`config.mk`:
```
export PLATFORM = sky130hd
export DESIGN_NAME = lapd_addr_filter
export DESIGN_NICKNAME = d
export VERILOG_FILES = /design/src/rtl/lapd_filt_pkg.sv /design/src/rtl/lapd_pair_match.sv /design/src/rtl/lapd_prio_pick.sv /design/src/rtl/lapd_hold_buf.sv /design/src/rtl/lapd_addr_filter.sv
export SDC_FILE = /design/constraint.sdc
export NUM_CORES = 1
export LEC_CHECK = 0
export ABC_AREA = 1
export BUFFER_PORTS_ARGS = -buffer_cell sky130_fd_sc_hd__buf_4
export CAP_MARGIN = 5
export CORE_ASPECT_RATIO = 1.2
export CORE_MARGIN = 1.5
export CORE_UTILIZATION = 40
export DETAILED_ROUTE_END_ITERATION = 10
export SYNTH_ARGS = -nofsm -noshare
export SYNTH_HDL_FRONTEND = slang
export SYNTH_SLANG_ARGS = --single-unit
```
`constraint.sdc`:
```
create_clock -name clk -period 3.1 [get_ports clk]
set_input_delay 0.155 -clock clk [delete_from_list [all_inputs] [get_ports clk]]
set_output_delay 0.155 -clock clk [all_outputs]
set_load 0.05 [all_outputs]
```
`src/rtl/lapd_filt_pkg.sv`:
```
package lapd_filt_pkg;
  localparam int SAPI_W   = 6;
  localparam int TEI_W    = 7;
  localparam int ADDR_LEN = 2;
  localparam int CRC_LEN  = 2;

  localparam logic [TEI_W-1:0]  TEI_BCAST   = 7'd127;
  localparam logic [SAPI_W-1:0] SAPI_ALT_LO = 6'd0;
  localparam logic [SAPI_W-1:0] SAPI_ALT_HI = 6'd63;

  typedef enum logic [1:0] {
    TM_OFF   = 2'b00,
    TM_EXACT = 2'b01,
    TM_BCAST = 2'b10,
    TM_ANY   = 2'b11
  } tei_mode_e;

  typedef enum logic [1:0] {
    SM_EXACT = 2'b00,
    SM_LOW   = 2'b01,
    SM_HIGH  = 2'b10,
    SM_ANY   = 2'b11
  } sapi_mode_e;

  typedef struct packed {
    logic       sof;
    logic       eof;
    logic [7:0] data;
  } hold_ent_t;

  typedef enum logic [1:0] {
    ST_COLLECT = 2'd0,
    ST_DRAIN   = 2'd1,
    ST_PASS    = 2'd2,
    ST_DROP    = 2'd3
  } flt_state_e;
endpackage

```
`src/rtl/lapd_pair_match.sv`:
```
module lapd_pair_match
  import lapd_filt_pkg::*;
(
  input  logic [SAPI_W-1:0] rx_sapi,
  input  logic              rx_cr,
  input  logic [TEI_W-1:0]  rx_tei,
  input  logic [SAPI_W-1:0] pat_sapi,
  input  logic              pat_cr,
  input  logic              pat_cr_chk,
  input  logic [TEI_W-1:0]  pat_tei,
  input  logic [1:0]        pat_smode,
  input  logic [1:0]        pat_tmode,
  output logic              hit
);
  tei_mode_e  tmode;
  sapi_mode_e smode;
  logic       tei_ok;
  logic       exact_ok;
  logic       widen_ok;

  assign tmode = tei_mode_e'(pat_tmode);
  assign smode = sapi_mode_e'(pat_smode);

  always_comb begin
    unique case (tmode)
      TM_OFF:   tei_ok = 1'b0;
      TM_EXACT: tei_ok = (rx_tei == pat_tei);
      TM_BCAST: tei_ok = (rx_tei == pat_tei) || (rx_tei == TEI_BCAST);
      default:  tei_ok = 1'b1;
    endcase
  end

  // the programmed-SAPI path is the only one that looks at C/R
  assign exact_ok = (rx_sapi == pat_sapi) && (!pat_cr_chk || (rx_cr == pat_cr));

  always_comb begin
    unique case (smode)
      SM_LOW:  widen_ok = (rx_sapi == SAPI_ALT_LO);
      SM_HIGH: widen_ok = (rx_sapi == SAPI_ALT_HI);
      SM_ANY:  widen_ok = 1'b1;
      default: widen_ok = 1'b0;
    endcase
  end

  assign hit = tei_ok && (exact_ok || widen_ok);
endmodule

```
`src/rtl/lapd_prio_pick.sv`:
```
module lapd_prio_pick #(
  parameter int N = 4,
  localparam int IW = (N > 1) ? $clog2(N) : 1
) (
  input  logic [N-1:0]  req,
  output logic          any,
  output logic [IW-1:0] idx
);
  always_comb begin
    any = 1'b0;
    idx = '0;
    for (int i = N - 1; i >= 0; i--) begin
      if (req[i]) begin
        any = 1'b1;
        idx = IW'(i);
      end
    end
  end
endmodule

```
`src/rtl/lapd_hold_buf.sv`:
```
module lapd_hold_buf
  import lapd_filt_pkg::*;
#(
  parameter int DEPTH = 5,
  localparam int CNT_W = $clog2(DEPTH + 1),
  localparam int PTR_W = (DEPTH > 1) ? $clog2(DEPTH) : 1
) (
  input  logic             clk,
  input  logic             rst_n,
  input  logic             clr,
  input  logic             push,
  input  hold_ent_t        push_ent,
  input  logic             pop,
  output hold_ent_t        head,
  output logic [7:0]       oct0,
  output logic [7:0]       oct1,
  output logic [CNT_W-1:0] count,
  output logic             at_last
);
  hold_ent_t        mem [DEPTH];
  logic [CNT_W-1:0] wcnt;
  logic [CNT_W-1:0] rptr;

  always_ff @(posedge clk) begin
    if (!rst_n || clr) begin
      wcnt <= '0;
      rptr <= '0;
    end else begin
      if (push) begin
        mem[wcnt[PTR_W-1:0]] <= push_ent;
        wcnt                 <= wcnt + 1'b1;
      end
      if (pop) rptr <= rptr + 1'b1;
    end
  end

  assign head    = mem[rptr[PTR_W-1:0]];
  assign oct0    = mem[0].data;
  assign oct1    = mem[1].data;
  assign count   = wcnt;
  assign at_last = (rptr + 1'b1 == wcnt);

  // the buffer never holds more than the longest minimum plus one byte
  p_hold_no_overflow_r6: assert property (@(posedge clk) disable iff (!rst_n)
    (push && !clr) |-> (wcnt < CNT_W'(DEPTH)));

  // a drain step only reads an entry that was written
  p_hold_pop_valid_r10: assert property (@(posedge clk) disable iff (!rst_n)
    pop |-> (rptr < wcnt));
endmodule

```
`src/rtl/lapd_addr_filter.sv`:
```
module lapd_addr_filter
  import lapd_filt_pkg::*;
#(
  parameter int NUM_PAIRS = 4,
  localparam int IDX_W = (NUM_PAIRS > 1) ? $clog2(NUM_PAIRS) : 1
) (
  input  logic                        clk,
  input  logic                        rst_n,
  input  logic [SAPI_W*NUM_PAIRS-1:0] cfg_sapi,
  input  logic [NUM_PAIRS-1:0]        cfg_cr,
  input  logic [NUM_PAIRS-1:0]        cfg_cr_chk,
  input  logic [TEI_W*NUM_PAIRS-1:0]  cfg_tei,
  input  logic [2*NUM_PAIRS-1:0]      cfg_sapi_mode,
  input  logic [2*NUM_PAIRS-1:0]      cfg_tei_mode,
  input  logic                        cfg_drop_crc,
  input  logic                        in_valid,
  output logic                        in_ready,
  input  logic [7:0]                  in_data,
  input  logic                        in_sof,
  input  logic                        in_eof,
  output logic                        out_valid,
  input  logic                        out_ready,
  output logic [7:0]                  out_data,
  output logic                        out_sof,
  output logic                        out_eof,
  output logic [IDX_W-1:0]            out_idx,
  output logic                        fwd_en
);
  localparam int HOLD_DEPTH = ADDR_LEN + CRC_LEN + 1;
  localparam int CNT_W      = $clog2(HOLD_DEPTH + 1);

  flt_state_e       state_q, state_d;
  logic [IDX_W-1:0] idx_q;

  logic             hb_clr, hb_push, hb_pop, hb_last;
  hold_ent_t        hb_head, hb_in;
  logic [7:0]       hb_oct0, hb_oct1;
  logic [CNT_W-1:0] hb_cnt;
  logic [CNT_W-1:0] min_len;

  logic [NUM_PAIRS-1:0] hit_vec;
  logic                 pick_any;
  logic [IDX_W-1:0]     pick_idx;

  logic in_fire, out_fire, decide;

  // ---------------- held bytes ----------------
  assign hb_in = '{sof: in_sof, eof: in_eof, data: in_data};

  lapd_hold_buf #(.DEPTH(HOLD_DEPTH)) u_hold (
    .clk      (clk),
    .rst_n    (rst_n),
    .clr      (hb_clr),
    .push     (hb_push),
    .push_ent (hb_in),
    .pop      (hb_pop),
    .head     (hb_head),
    .oct0     (hb_oct0),
    .oct1     (hb_oct1),
    .count    (hb_cnt),
    .at_last  (hb_last)
  );

  // ---------------- address comparison ----------------
  for (genvar k = 0; k < NUM_PAIRS; k++) begin : g_pair
    lapd_pair_match u_match (
      .rx_sapi    (hb_oct0[7:2]),
      .rx_cr      (hb_oct0[1]),
      .rx_tei     (hb_oct1[7:1]),
      .pat_sapi   (cfg_sapi[SAPI_W*k +: SAPI_W]),
      .pat_cr     (cfg_cr[k]),
      .pat_cr_chk (cfg_cr_chk[k]),
      .pat_tei    (cfg_tei[TEI_W*k +: TEI_W]),
      .pat_smode  (cfg_sapi_mode[2*k +: 2]),
      .pat_tmode  (cfg_tei_mode[2*k +: 2]),
      .hit        (hit_vec[k])
    );
  end

  lapd_prio_pick #(.N(NUM_PAIRS)) u_pick (
    .req (hit_vec),
    .any (pick_any),
    .idx (pick_idx)
  );

  // ---------------- stream control ----------------
  assign min_len  = cfg_drop_crc ? CNT_W'(ADDR_LEN + CRC_LEN) : CNT_W'(ADDR_LEN);
  assign in_fire  = in_valid && in_ready;
  assign out_fire = out_valid && out_ready;
  // the byte that makes the frame longer than the minimum settles the verdict
  assign decide   = (state_q == ST_COLLECT) && in_fire && (hb_cnt == min_len);

  always_comb begin
    unique case (state_q)
      ST_DRAIN: in_ready = 1'b0;
      ST_PASS:  in_ready = out_ready;
      default:  in_ready = 1'b1;
    endcase
  end

  always_comb begin
    out_valid = 1'b0;
    out_data  = in_data;
    out_sof   = 1'b0;
    out_eof   = 1'b0;
    if (state_q == ST_DRAIN) begin
      out_valid = 1'b1;
      out_data  = hb_head.data;
      out_sof   = hb_head.sof;
      out_eof   = hb_head.eof;
    end else if (state_q == ST_PASS) begin
      out_valid = in_valid;
      out_sof   = in_sof;
      out_eof   = in_eof;
    end
  end

  always_comb begin
    state_d = state_q;
    hb_clr  = 1'b0;
    hb_push = 1'b0;
    hb_pop  = 1'b0;
    unique case (state_q)
      ST_COLLECT: begin
        if (decide) begin
          if (pick_any) begin
            hb_push = 1'b1;
            state_d = ST_DRAIN;
          end else begin
            hb_clr  = 1'b1;
            state_d = in_eof ? ST_COLLECT : ST_DROP;
          end
        end else if (in_fire) begin
          if (in_eof) hb_clr  = 1'b1;   // too short: silently gone
          else        hb_push = 1'b1;
        end
      end
      ST_DRAIN: begin
        if (out_fire) begin
          hb_pop = 1'b1;
          if (hb_last) begin
            hb_clr  = 1'b1;
            state_d = hb_head.eof ? ST_COLLECT : ST_PASS;
          end
        end
      end
      ST_PASS: begin
        if (in_fire && in_eof) state_d = ST_COLLECT;
      end
      default: begin
        if (in_fire && in_eof) state_d = ST_COLLECT;
      end
    endcase
  end

  always_ff @(posedge clk) begin
    if (!rst_n) begin
      state_q <= ST_COLLECT;
      idx_q   <= '0;
    end else begin
      state_q <= state_d;
      if (decide && pick_any) idx_q <= pick_idx;
    end
  end

  assign out_idx = idx_q;
  assign fwd_en  = (state_q == ST_DRAIN) || (state_q == ST_PASS);

  // ---------------- assertions ----------------
  // input is stalled while held bytes drain
  p_drain_blocks_input_r10: assert property (@(posedge clk) disable iff (!rst_n)
    (state_q == ST_DRAIN) |-> !in_ready);

  // a stalled output byte stays put
  p_out_hold_r10: assert property (@(posedge clk) disable iff (!rst_n)
    (out_valid && !out_ready) |=> (out_valid && $stable(out_data)));

  // a rejected frame is swallowed without output or stall
  p_drop_silent_r9: assert property (@(posedge clk) disable iff (!rst_n)
    (state_q == ST_DROP) |-> (!out_valid && in_ready));

  // a frame ending before the minimum is never forwarded
  p_short_dropped_r6: assert property (@(posedge clk) disable iff (!rst_n)
    ((state_q == ST_COLLECT) && in_fire && in_eof && (hb_cnt < min_len)) |=> !fwd_en);

  // the reported pattern is the lowest one that hit
  p_pick_lowest_r8: assert property (@(posedge clk) disable iff (!rst_n)
    (decide && pick_any) |-> (hit_vec[pick_idx] &&
      ((hit_vec & ((NUM_PAIRS'(1) << pick_idx) - NUM_PAIRS'(1))) == '0)));

  // the index does not move during a forwarded frame
  p_idx_steady_r8: assert property (@(posedge clk) disable iff (!rst_n)
    (fwd_en && $past(fwd_en)) |-> $stable(out_idx));

  // nothing is forwarded straight out of reset
  p_reset_quiet_r12: assert property (@(posedge clk)
    !rst_n |=> (!fwd_en && !out_valid));
endmodule

```
==> reports/metrics.yaml <==
global_routing:
  grt_max_degree: 35
  grt_first_pass_wirelength_um: 18610
  grt_use_met3_pct: 3.385
  met2_usage_pct: 34.66
  grt.busiest_layer: "met2"
  grt_usage_pct: 20.54
  overflow: 0
  antenna_found_initial: 0
  grt_pass1_vias: 3764
  use_met1_pct: 26.60
run_status:
  status: "finished, violations left"
  violations: "DRC"
route:
  drt_iter0_drc: 254
  final_antenna_net_count: 0
  wl_um: 11650
  vias: 3763
  routedWlPerCell_um: 15.19
  vias_per_cell: 4.906
  drt_pre_antenna_iters: 9
  post-route-drc-count: 15
floorplanning:
  fp.coreArea_mm2: 0.01062
  initial_core_util_pct: 41.45
  io_pins: 106
  dieArea_mm2: 0.01165
  die_h_um: 117.9
  die_x_um: 98.76
  rows: 41
clock_network:
  cts_tree: "yes"
  htreeDepth: 3
  cts_buffers: 9
  hold_buffers: 0
  worstSkewPairLatency_ns: 0.33
  clock-sinks: 73
  post_cts_buffers: 0
  clockBufferDepth: 2
  clk_pin_slew_ns: 0.06
  clockRootBuffer: "clkbuf_16"
  post_cts_resize_count: 0
finish:
  final_nets: 729
  most-common-layout-cells: "122 x nand2_1, 115 x buf_4, 86 x nor2_1"
  nFillCells: 1031
  final_common_cell: "nand2_1"
  syn_to_final_growth_pct: 26.69
  num_antenna_cells: 0
  final_cells: 767
  multi_input_area_mm2: 0.002023
  regArea_mm2: 0.002062
  drive_above_1_share_pct: 25.55
power:
  p_leak_nw: 2.343
  total_power_mw: 3.404
  power.density_mw_per_mm2: 610.5
  peakVddDrop_v: 0.0005504
yosys:
  ys_types: 42
  synth-edff-count: 60
  async_reset_ff_share_pct: 0
  yosys.area.top_type: "edfxtp_1"
  synthTopCellsByArea: "edfxtp_1 41%, nand2_1 10%, xnor2_1 7.6%"
  syn-instance-count: 531
  yosysSeqAreaShare_pct: 46.84
  ys_warn_count: 0
  synth_top_flop_cell: "edfxtp_1"
  yosys_register_bits: 73
  synth_top_area_share_pct: 40.93
  synth_area_mm2: 0.004402
  syn_avg_cell_area_um2: 8.289
  synth_fp_nets: 627
critical_path:
  cp.arrival_ns: 2.60
  end_kind: "register"
  start_kind: "register"
  required_ns: 3.07
  crit_fanout: 13
  path_class: "reg -> reg"
place:
  hpwl_um: 8664
  gp_congestion: 0.8609
  dp_cells: 751
  port_buffers: 105
worst_hold_path:
  hold_path_class: "in -> reg"
sta:
  final-max-slew-violation-count: 0
  period_needed_ns: 2.634
  hold_viol: 0
  worst_slew_pin_slew_ns: 0.5449
  fin_crit_sh_pct: 84.98
  maxSlewHeadroom_pct: 63.45
  rsz0062_at_grt: "false"
  max_freq_mhz: 379.6
  skew_ns: 0.006856
  setup_viol: 0
flow_run:
  cap_violations: 0
## worst paths after layout
kind	from	end	slack, ns	cells after the start
worst max register to register	state_q[0]	u_hold.mem[0][8]	0.47	12
worst min register to register	out_idx[0]	out_idx[0]	0.47	2
worst min-delay path	in_sof	u_hold.mem[4][9]	0.06	1
worst max-delay path	state_q[0]	u_hold.mem[0][8]	0.47	12
## kinds of logic (layout without fill, tap and decap cells)
family,count (synthesis),after routing,synth area share [%]
xor gates and xnor gates,43,43,8.556
adders and majority gates,5,5,1.421
buffers and inverters,70,177,7.305
and+or+nand+nor,258,258,25.16
AOI/OAI and AO/OA,82,82,10.72
DFF,73,73,46.84
## report_power, final
part           total [mW]  leakage [nW]  internal [mW]  switching [mW]
Clock                1.00         0.129          0.620           0.384
Sequential           1.16         0.645           1.10          0.0528
Combinational        1.24          1.57          0.426           0.817
Total                3.40          2.34           2.15            1.25
## through the flow
step | setup WS, ns | hold slack (ns) | util (%) | TNS (ns) | instance area, um^2
2_1_floorplan | -0.04613 | 0.2539 | - | -0.9227 | 4407
3_3_place_gp | 0.4866 | 0.3889 | 49.79 | 0 | 5288
3_5_place_dp | 0.4479 | 0.3924 | 49.79 | 0 | 5288
4_1_cts | 0.4266 | 0.04304 | 52.52 | 0 | 5577
5_1_grt | 0.2477 | 0.05472 | 52.52 | 0 | 5577
6_report | 0.4657 | 0.05547 | 52.52 | 0 | 5577
## metal layers
layer | part of all wire, % | vias up
met3 | 5.6 | 13
met2 | 48 | 106
met5 | 0 | -
met1 | 45 | 1710
met4 | 1.3 | 0
li1 | - | 1934
## registers in the layout, indices dropped and copies added (netlist names), named ones only
signal	cells
u_hold.mem	60
u_hold.count	3
u_hold.rptr	3
out_idx	2
state_q	2
## synthesized netlist by cell type (2+ instances only)
| master | n |
|---|---|
| a211oi_1 | 2 |
| a21oi_1 | 21 |
| a21oi_2 | 4 |
| a31oi_1 | 8 |
| buf_2 | 3 |
| buf_4 | 7 |
| clkbuf_1 | 11 |
| dfxtp_1 | 13 |
| edfxtp_1 | 60 |
| ha_1 | 5 |
| inv_1 | 37 |
| inv_2 | 7 |
| nand2_1 | 122 |
| nand2_2 | 7 |
| nand2_4 | 3 |
| nand3_1 | 19 |
| nand4_1 | 2 |
| nor2_1 | 86 |
| nor2_2 | 4 |
| nor3_1 | 4 |
| nor3_2 | 2 |
| o211ai_1 | 3 |
| o21ai_0 | 38 |
| o22ai_1 | 2 |
| or2_0 | 2 |
| or2_1 | 2 |
| xnor2_1 | 38 |
| xor2_1 | 5 |
## cell type report
cell class                 instances  share of cell area [%]
sequential                        73                   36.98
multi-input combinational        388                   36.28
timing repair buffer             115                   15.48
clock buffer                      11                   4.173
inverter                          46                   3.186
tap                              129                   2.894
clock inverter                     5                   1.010
## critical path, stage by stage, from the launching register on
cell	delay (ns)
dfxtp_1	0.36
inv_1	0.07
ha_1	0.27
o21ai_2	0.17
nand2_2	0.09
nor2_2	0.10
inv_2	0.05
nor2_4	0.15
inv_2	0.05
o21bai_4	0.20
nand2_4	0.08
nand3_4	0.17
nor2_2	0.49
(Power assumes the default switching activity.)
